**src/rtl/dup_failover_pkg.sv**
```systemverilog
package dup_failover_pkg;
  localparam int NCH = 2;

  typedef enum logic [1:0] {
    MODE_HOT  = 2'b00,
    MODE_WARM = 2'b01,
    MODE_COLD = 2'b10,
    MODE_RSVD = 2'b11
  } spare_mode_e;

  typedef enum logic [1:0] {
    V_OK,
    V_SUSP_ACT,
    V_SUSP_SB,
    V_BOTH
  } verdict_e;

  typedef enum logic [1:0] {
    ST_IDLE,
    ST_DIAG1,
    ST_DIAG2
  } iso_state_e;
endpackage

```
**src/rtl/dfo_classify.sv**
```systemverilog
module dfo_classify
  import dup_failover_pkg::*;
#(
  parameter int W = 8
) (
  input  logic [W-1:0]          smp_i,
  input  logic [W-1:0]          lo_i,
  input  logic [W-1:0]          hi_i,
  input  logic [NCH-1:0][W-1:0] res_i,
  input  logic [NCH-1:0]        vld_i,
  input  logic [NCH-1:0]        rdy_i,
  input  logic [NCH-1:0]        fault_i,
  input  logic                  sel_i,
  input  logic [1:0]            mode_i,
  output logic                  in_ok_o,
  output verdict_e              verdict_o,
  output logic [W-1:0]          act_res_o
);
  logic           hot;
  logic [NCH-1:0] trust;
  logic           sb, a_ok, s_ok, s_tr, mism;

  assign hot = (mode_i == MODE_HOT) || (mode_i == MODE_RSVD);

  for (genvar c = 0; c < NCH; c++) begin : g_trust
    assign trust[c] = !fault_i[c] && (hot || rdy_i[c]);
  end

  assign in_ok_o   = (smp_i >= lo_i) && (smp_i <= hi_i);
  assign sb        = ~sel_i;
  assign a_ok      = vld_i[sel_i];
  assign s_ok      = vld_i[sb];
  assign s_tr      = trust[sb];
  assign mism      = res_i[sel_i] != res_i[sb];
  assign act_res_o = res_i[sel_i];

  // first indication: acceptance (valid) before comparison; mismatch blames active
  always_comb begin
    if (!a_ok && !s_ok && s_tr)  verdict_o = V_BOTH;
    else if (!a_ok)              verdict_o = V_SUSP_ACT;
    else if (s_tr && !s_ok)      verdict_o = V_SUSP_SB;
    else if (s_tr && mism)       verdict_o = V_SUSP_ACT;
    else                         verdict_o = V_OK;
  end
endmodule

```
**src/rtl/dfo_isolate.sv**
```systemverilog
module dfo_isolate
  import dup_failover_pkg::*;
(
  input  logic           clk_i,
  input  logic           rst_ni,
  input  logic           fire_i,
  input  verdict_e       verdict_i,
  input  logic           confirm_i,
  input  logic           clear_i,
  input  logic           diag_done_i,
  input  logic           diag_pass_i,
  output logic           sel_o,
  output logic [NCH-1:0] fault_o,
  output logic           alarm_o,
  output logic           lost_o,
  output logic           diag_req_o,
  output logic           diag_ch_o,
  output logic           busy_o
);
  iso_state_e     state_q, state_n;
  logic           sel_q, sel_n;
  logic           susp_q, susp_n;
  logic [NCH-1:0] fault_q, fault_n;
  logic           alarm_q, alarm_n;
  logic           lost_q, lost_n;
  logic           blame_v, blame_c, dual;

  always_comb begin
    state_n = state_q;
    susp_n  = susp_q;
    blame_v = 1'b0;
    blame_c = susp_q;
    dual    = 1'b0;
    unique case (state_q)
      ST_IDLE: begin
        if (fire_i && !alarm_q) begin
          if (verdict_i == V_BOTH) begin
            dual = 1'b1;
          end else if (verdict_i != V_OK) begin
            if (confirm_i) begin
              state_n = ST_DIAG1;
              susp_n  = (verdict_i == V_SUSP_ACT) ? sel_q : ~sel_q;
            end else begin
              blame_v = 1'b1;
              blame_c = (verdict_i == V_SUSP_ACT) ? sel_q : ~sel_q;
            end
          end
        end
      end
      ST_DIAG1: begin
        if (diag_done_i) begin
          if (!diag_pass_i) begin
            blame_v = 1'b1;
            state_n = ST_IDLE;
          end else if (fault_q[~susp_q]) begin
            dual    = 1'b1;
            state_n = ST_IDLE;
          end else begin
            state_n = ST_DIAG2;
            susp_n  = ~susp_q;
          end
        end
      end
      ST_DIAG2: begin
        if (diag_done_i) begin
          state_n = ST_IDLE;
          if (!diag_pass_i) blame_v = 1'b1;
          else              dual    = 1'b1;
        end
      end
      default: state_n = ST_IDLE;
    endcase
  end

  always_comb begin
    fault_n = fault_q;
    sel_n   = sel_q;
    alarm_n = alarm_q | dual;
    lost_n  = 1'b0;
    if (blame_v) begin
      fault_n[blame_c] = 1'b1;
      if (blame_c == sel_q) begin
        if (fault_q[~sel_q]) begin
          alarm_n = 1'b1;
        end else begin
          sel_n  = ~sel_q;
          lost_n = 1'b1;
        end
      end
    end
    if (clear_i) begin
      fault_n = '0;
      alarm_n = 1'b0;
      sel_n   = sel_q;
      lost_n  = 1'b0;
    end
  end

  always_ff @(posedge clk_i or negedge rst_ni) begin
    if (!rst_ni) begin
      state_q <= ST_IDLE;
      sel_q   <= 1'b0;
      susp_q  <= 1'b0;
      fault_q <= '0;
      alarm_q <= 1'b0;
      lost_q  <= 1'b0;
    end else begin
      state_q <= clear_i ? ST_IDLE : state_n;
      sel_q   <= sel_n;
      susp_q  <= susp_n;
      fault_q <= fault_n;
      alarm_q <= alarm_n;
      lost_q  <= lost_n;
    end
  end

  assign sel_o      = sel_q;
  assign fault_o    = fault_q;
  assign alarm_o    = alarm_q;
  assign lost_o     = lost_q;
  assign busy_o     = state_q != ST_IDLE;
  assign diag_req_o = state_q != ST_IDLE;
  assign diag_ch_o  = susp_q;

  AST_ACTIVE_HEALTHY: assert property (@(posedge clk_i) disable iff (!rst_ni)
    !alarm_q |-> !fault_q[sel_q]);
  AST_LOST_ON_SWITCH: assert property (@(posedge clk_i) disable iff (!rst_ni)
    lost_q |-> (sel_q != $past(sel_q)));
  AST_FAULT_STICKY: assert property (@(posedge clk_i) disable iff (!rst_ni)
    !clear_i |=> ((fault_q & $past(fault_q)) == $past(fault_q)));
  AST_ALARM_STICKY: assert property (@(posedge clk_i) disable iff (!rst_ni)
    (alarm_q && !clear_i) |=> alarm_q);
  AST_ALARM_HOLDS_SEL: assert property (@(posedge clk_i) disable iff (!rst_ni)
    alarm_q |=> $stable(sel_q));
endmodule

```
**src/rtl/dfo_enable.sv**
```systemverilog
module dfo_enable
  import dup_failover_pkg::*;
(
  input  logic [1:0]     mode_i,
  input  logic           sel_i,
  input  logic [NCH-1:0] fault_i,
  input  logic           busy_i,
  output logic [NCH-1:0] en_o
);
  logic cold;
  assign cold = mode_i == MODE_COLD;

  for (genvar c = 0; c < NCH; c++) begin : g_en
    assign en_o[c] = (int'(sel_i) == c) || (!fault_i[c] && (!cold || busy_i));
  end
endmodule

```
**src/rtl/dup_failover.sv**
```systemverilog
module dup_failover
  import dup_failover_pkg::*;
#(
  parameter int W = 8
) (
  input  logic         clk_i,
  input  logic         rst_ni,
  input  logic [1:0]   mode_i,
  input  logic         confirm_i,
  input  logic         clear_i,
  input  logic [W-1:0] lo_i,
  input  logic [W-1:0] hi_i,
  input  logic [W-1:0] smp_i,
  input  logic         smp_vld_i,
  input  logic [W-1:0] res_a_i,
  input  logic         vld_a_i,
  input  logic         rdy_a_i,
  input  logic [W-1:0] res_b_i,
  input  logic         vld_b_i,
  input  logic         rdy_b_i,
  input  logic         diag_done_i,
  input  logic         diag_pass_i,
  output logic         en_a_o,
  output logic         en_b_o,
  output logic         diag_req_o,
  output logic         diag_ch_o,
  output logic [W-1:0] out_data_o,
  output logic         out_valid_o,
  output logic         sel_o,
  output logic         lost_o,
  output logic [1:0]   fault_o,
  output logic         alarm_o
);
  logic [NCH-1:0][W-1:0] res;
  logic [NCH-1:0]        vld, rdy, fault, en;
  logic                  in_ok, fire, sel, busy, alarm, fwd;
  verdict_e              verdict;
  logic [W-1:0]          act_res;
  logic [W-1:0]          dat_q;
  logic                  val_q;

  assign res = {res_b_i, res_a_i};
  assign vld = {vld_b_i, vld_a_i};
  assign rdy = {rdy_b_i, rdy_a_i};

  dfo_classify #(.W(W)) u_cls (
    .smp_i(smp_i), .lo_i(lo_i), .hi_i(hi_i), .res_i(res), .vld_i(vld),
    .rdy_i(rdy), .fault_i(fault), .sel_i(sel), .mode_i(mode_i),
    .in_ok_o(in_ok), .verdict_o(verdict), .act_res_o(act_res)
  );

  assign fire = smp_vld_i && in_ok;

  dfo_isolate u_iso (
    .clk_i(clk_i), .rst_ni(rst_ni), .fire_i(fire), .verdict_i(verdict),
    .confirm_i(confirm_i), .clear_i(clear_i), .diag_done_i(diag_done_i),
    .diag_pass_i(diag_pass_i), .sel_o(sel), .fault_o(fault), .alarm_o(alarm),
    .lost_o(lost_o), .diag_req_o(diag_req_o), .diag_ch_o(diag_ch_o), .busy_o(busy)
  );

  dfo_enable u_en (
    .mode_i(mode_i), .sel_i(sel), .fault_i(fault), .busy_i(busy), .en_o(en)
  );

  // forward only when the active result stands; standby-only fault without confirm still forwards
  assign fwd = fire && !busy && !alarm && !clear_i &&
               ((verdict == V_OK) || (verdict == V_SUSP_SB && !confirm_i));

  always_ff @(posedge clk_i or negedge rst_ni) begin
    if (!rst_ni) begin
      dat_q <= '0;
      val_q <= 1'b0;
    end else begin
      val_q <= fwd;
      if (fwd) dat_q <= act_res;
    end
  end

  assign out_data_o  = dat_q;
  assign out_valid_o = val_q;
  assign sel_o       = sel;
  assign fault_o     = fault;
  assign alarm_o     = alarm;
  assign en_a_o      = en[0];
  assign en_b_o      = en[1];

  AST_DIAG_SILENT: assert property (@(posedge clk_i) disable iff (!rst_ni)
    diag_req_o |-> !out_valid_o);
  AST_LOST_NO_DATA: assert property (@(posedge clk_i) disable iff (!rst_ni)
    lost_o |-> !out_valid_o);
  AST_ALARM_MUTES: assert property (@(posedge clk_i) disable iff (!rst_ni)
    (alarm_o && $past(alarm_o)) |-> !out_valid_o);
  AST_ACTIVE_ON: assert property (@(posedge clk_i) disable iff (!rst_ni)
    (sel_o ? en_b_o : en_a_o));
endmodule

```
**config.mk**
```make
export PLATFORM = sky130hd
export DESIGN_NAME = dup_failover
export DESIGN_NICKNAME = d
export VERILOG_FILES = /design/src/rtl/dup_failover_pkg.sv /design/src/rtl/dfo_classify.sv /design/src/rtl/dfo_isolate.sv /design/src/rtl/dfo_enable.sv /design/src/rtl/dup_failover.sv
export SDC_FILE = /design/constraint.sdc
export NUM_CORES = 1
export LEC_CHECK = 0
export BUFFER_PORTS_ARGS = -buffer_cell sky130_fd_sc_hd__clkbuf_2
export CAP_MARGIN = 25
export CORE_MARGIN = 8
export CORE_UTILIZATION = 23
export CTS_CLUSTER_DIAMETER = 150
export CTS_CLUSTER_SIZE = 12
export DETAILED_ROUTE_END_ITERATION = 10
export PLACE_DENSITY = 0.53
export SLEW_MARGIN = 20
export SYNTH_ARGS = -nofsm -noshare
export SYNTH_HDL_FRONTEND = slang
export SYNTH_SLANG_ARGS = --single-unit
export TNS_END_PERCENT = 10
```
**constraint.sdc**
```tcl
create_clock -name clk_i -period 3.5 [get_ports clk_i]
set_clock_uncertainty 0.2 [all_clocks]
set_input_delay 0.7 -clock clk_i [delete_from_list [all_inputs] [get_ports clk_i]]
set_output_delay 0.7 -clock clk_i [all_outputs]
set_load 0.05 [all_outputs]
```
==> results.toml <==
[status]
status = "finished clean"

[route]
drt_pass1_iterations = 4
ant_nets = 0
totalWireLength_um = 5123
drtIter0Drc = 100
drc = 0
via_per_inst = 4.612
wl_per_cell_um = 14.19
vias = 1665

[clocking]
cts_hold_buf = 0
cts_resized = 0
clk_pin_slew_ns = 0.07
postCtsSetupBuffers = 0
cts_tree = "yes"
clk_latency_ns = 0.25
cts_made_buffers = 3
cts_max_level = 1
cts-root-buf = "clkbuf_8"
clock_sinks = 17
clockBufferDepth = 2

[timing]
grt_setup_unrepaired = "no"
finalCritPeriodShare = 0.8383
hold_viol = 0
max_freq_mhz = 340.8
maxSlewViolCount = 0
slew_headroom = 0.6399
finalSetupViolCount = 0
setup_tns_ns = 0
worst_pin_slew_ns = 0.5402
min_period_ns = 2.934

[worst_setup_path]
worst-endpoint-arrival_ns = 2.85
r2r-end = "u_iso.alarm_o"
required_ns = 3.42
crit_buf_inv = 2
crit_chain = "clkbuf_2 -> inv_1 -> ha_1 -> o21bai_1 -> mux2i_1 -> o221ai_1 -> a31oi_1 -> and4b_1 -> mux2i_1 -> o22ai_1"
critical_path_class = "input port to flip-flop"
cpMostUsedCell = "mux2i_1"
end_kind = "flip-flop"
critPathLaunchType = "input port"
critPathMaxFanout = 4
r2r-start = "u_iso.sel_o"
cp_slowest_cell = "and4b_1"
r2r_cells = 7
cpPeakStageDelay_ns = 0.36
cp_top_family = "compound AO/OA/AOI/OAI gates"
r2r_slack_ns = 0.73

[synthesis]
synthCells = 191
yosys-top-cells-count = "inv_1 (23), ha_1 (21), dfrtp_1 (17), mux2_2 (17), nand2_1 (10)"
synth_edf_count = 0
synthDistinctLibCells = 51
yosysMostFrequentCell = "inv_1"
async_flop_share = 1.000
synth_nets = 265
netlist.area_leader.share = 0.2450
postSynthAreaPerCell_um2 = 9.092
synth_ff_type = "dfrtp_1"
ys_seq_elements = 17
ys_warn_count = 0
synth_area_mm2 = 0.001737
yosys-top-cells-area = "dfrtp_1 (24%), ha_1 (15%), mux2_2 (11%)"
seq_area_frac_synth = 0.2450
yosysTopAreaCell = "dfrtp_1"

[final_layout]
fill_cells = 801
final_nets = 337
ff_latch_area_um2 = 425.4
drive_above_1_share = 0.3931
antennaDiodeCount = 0
area_growth_pct = 29.83
multi_input_area_mm2 = 0.001200

[placed_design]
placement.io_buffers = 70
dp.final_hpwl_um = 4294
globalplace.congestion = 0.8193

[power]
power_leakage_nw = 1.143
power_density_mw_per_mm2 = 520.8
power.total_mw = 1.174
ir_worst_vdd_v = 0.0002314

[global_routing]
grt_pass1_vias = 1735
grt_max_degree = 18
antenna_found_initial = 0
overflow = 0
grt_pass1_wl_um = 8321
grt_usage = 0.09862

[die]
fp-row-count = 31
initial_core_util = 0.2382
coreArea_mm2 = 0.007292
dieWidth_um = 102.9
die_h_um = 102.9
ios = 71
die_area_mm2 = 0.01059

[job]
drv_cap = 0

[hold_path]
min_path_type = "input port to asynchronous set/reset pin"
-- worst register-to-register path, stage by stage (launching register included) --
cell      delay [ns]
dfrtp_1         0.69
nand2b_1        0.18
o21bai_1        0.30
o221ai_1        0.18
a31oi_1         0.24
and4b_1         0.37
mux2i_1         0.34
o22ai_1         0.14
-- power breakdown --
part,switching [mW],internal [mW]
sequential,0.0691,0.251
combinational,0.450,0.256
clock,0.0691,0.0790
-- registers in the layout, indices dropped and copies added (netlist names) --
name and flops:
u_iso.state_q 2, u_iso.sel_o 1, u_iso.diag_ch_o 1, u_iso.lost_o 1, out_data_o 8, u_iso.fault_o 2, u_iso.alarm_o 1, out_valid_o 1
-- worst max path at each step --
stage / from / endpoint / slack (ns) / cells after the start
2_1_floorplan: mode_i[0] / en_a_o / 0.48 / 4
3_3_place_gp: lo_i[7] / out_data_o[6] / 0.33 / 10
3_5_place_dp: lo_i[7] / out_data_o[2] / 0.28 / 10
4_1_cts: lo_i[7] / out_data_o[3] / 0.59 / 10
5_1_grt: mode_i[0] / u_iso.sel_o / 0.32 / 10
6_report: mode_i[0] / u_iso.alarm_o / 0.57 / 10
-- logic make-up after synthesis --
group	synth area share
AOI/OAI and AO/OA	0.2075
and+or+nand+nor	0.1477
buffers and inverters	0.06412
muxes	0.1390
adders and majority gates	0.1513
DFF	0.2450
xor gates and xnor gates	0.04539
-- metrics by stage --
stage	area [um^2]	util	hold WS (ns)	std cells	setup WS, ns
floorplan	1737	-	0.2044	191	0.4832
global placement	2208	0.3028	0.3033	357	0.3323
detailed placement	2208	0.3028	0.3018	357	0.2801
CTS	2255	0.3092	0.1836	361	0.5856
global route	2255	0.3092	0.2181	361	0.3245
finish	2255	0.3092	0.1748	361	0.5660
-- final cells by class --
class	instances	share of cell area
inverters	23	0.03829
multi-input cells	145	0.5322
flip-flops and latches	17	0.1887
well taps	99	0.05494
clock buffers	3	0.01831
clock inverters	1	0.002220
repair buffers	73	0.1654
-- per-layer routing --
layer | GRT usage | share of wire
met2 | 0.1618 | 0.45
met5 | 0 | 0
met3 | 0.01958 | 0.087
met4 | 0.03003 | 0.0074
met1 | 0.1266 | 0.45
-- placed cells by master (no fill, tap or decap), types with 3 or more instances in the layout --
cell type	n
clkbuf_2	70
inv_1	23
ha_1	21
mux2_2	17
dfrtp_1	17
nand2_1	10
xor2_1	9
a21oi_1	9
nor2_1	7
o21ai_0	5
nand2b_1	5
mux2i_1	5
or2_2	4
nor4_1	4
o21bai_1	3
nor3_1	3
nand4_1	3
o22ai_1	3
clkbuf_8	3
buf_4	3
(Power assumes the default switching activity.)
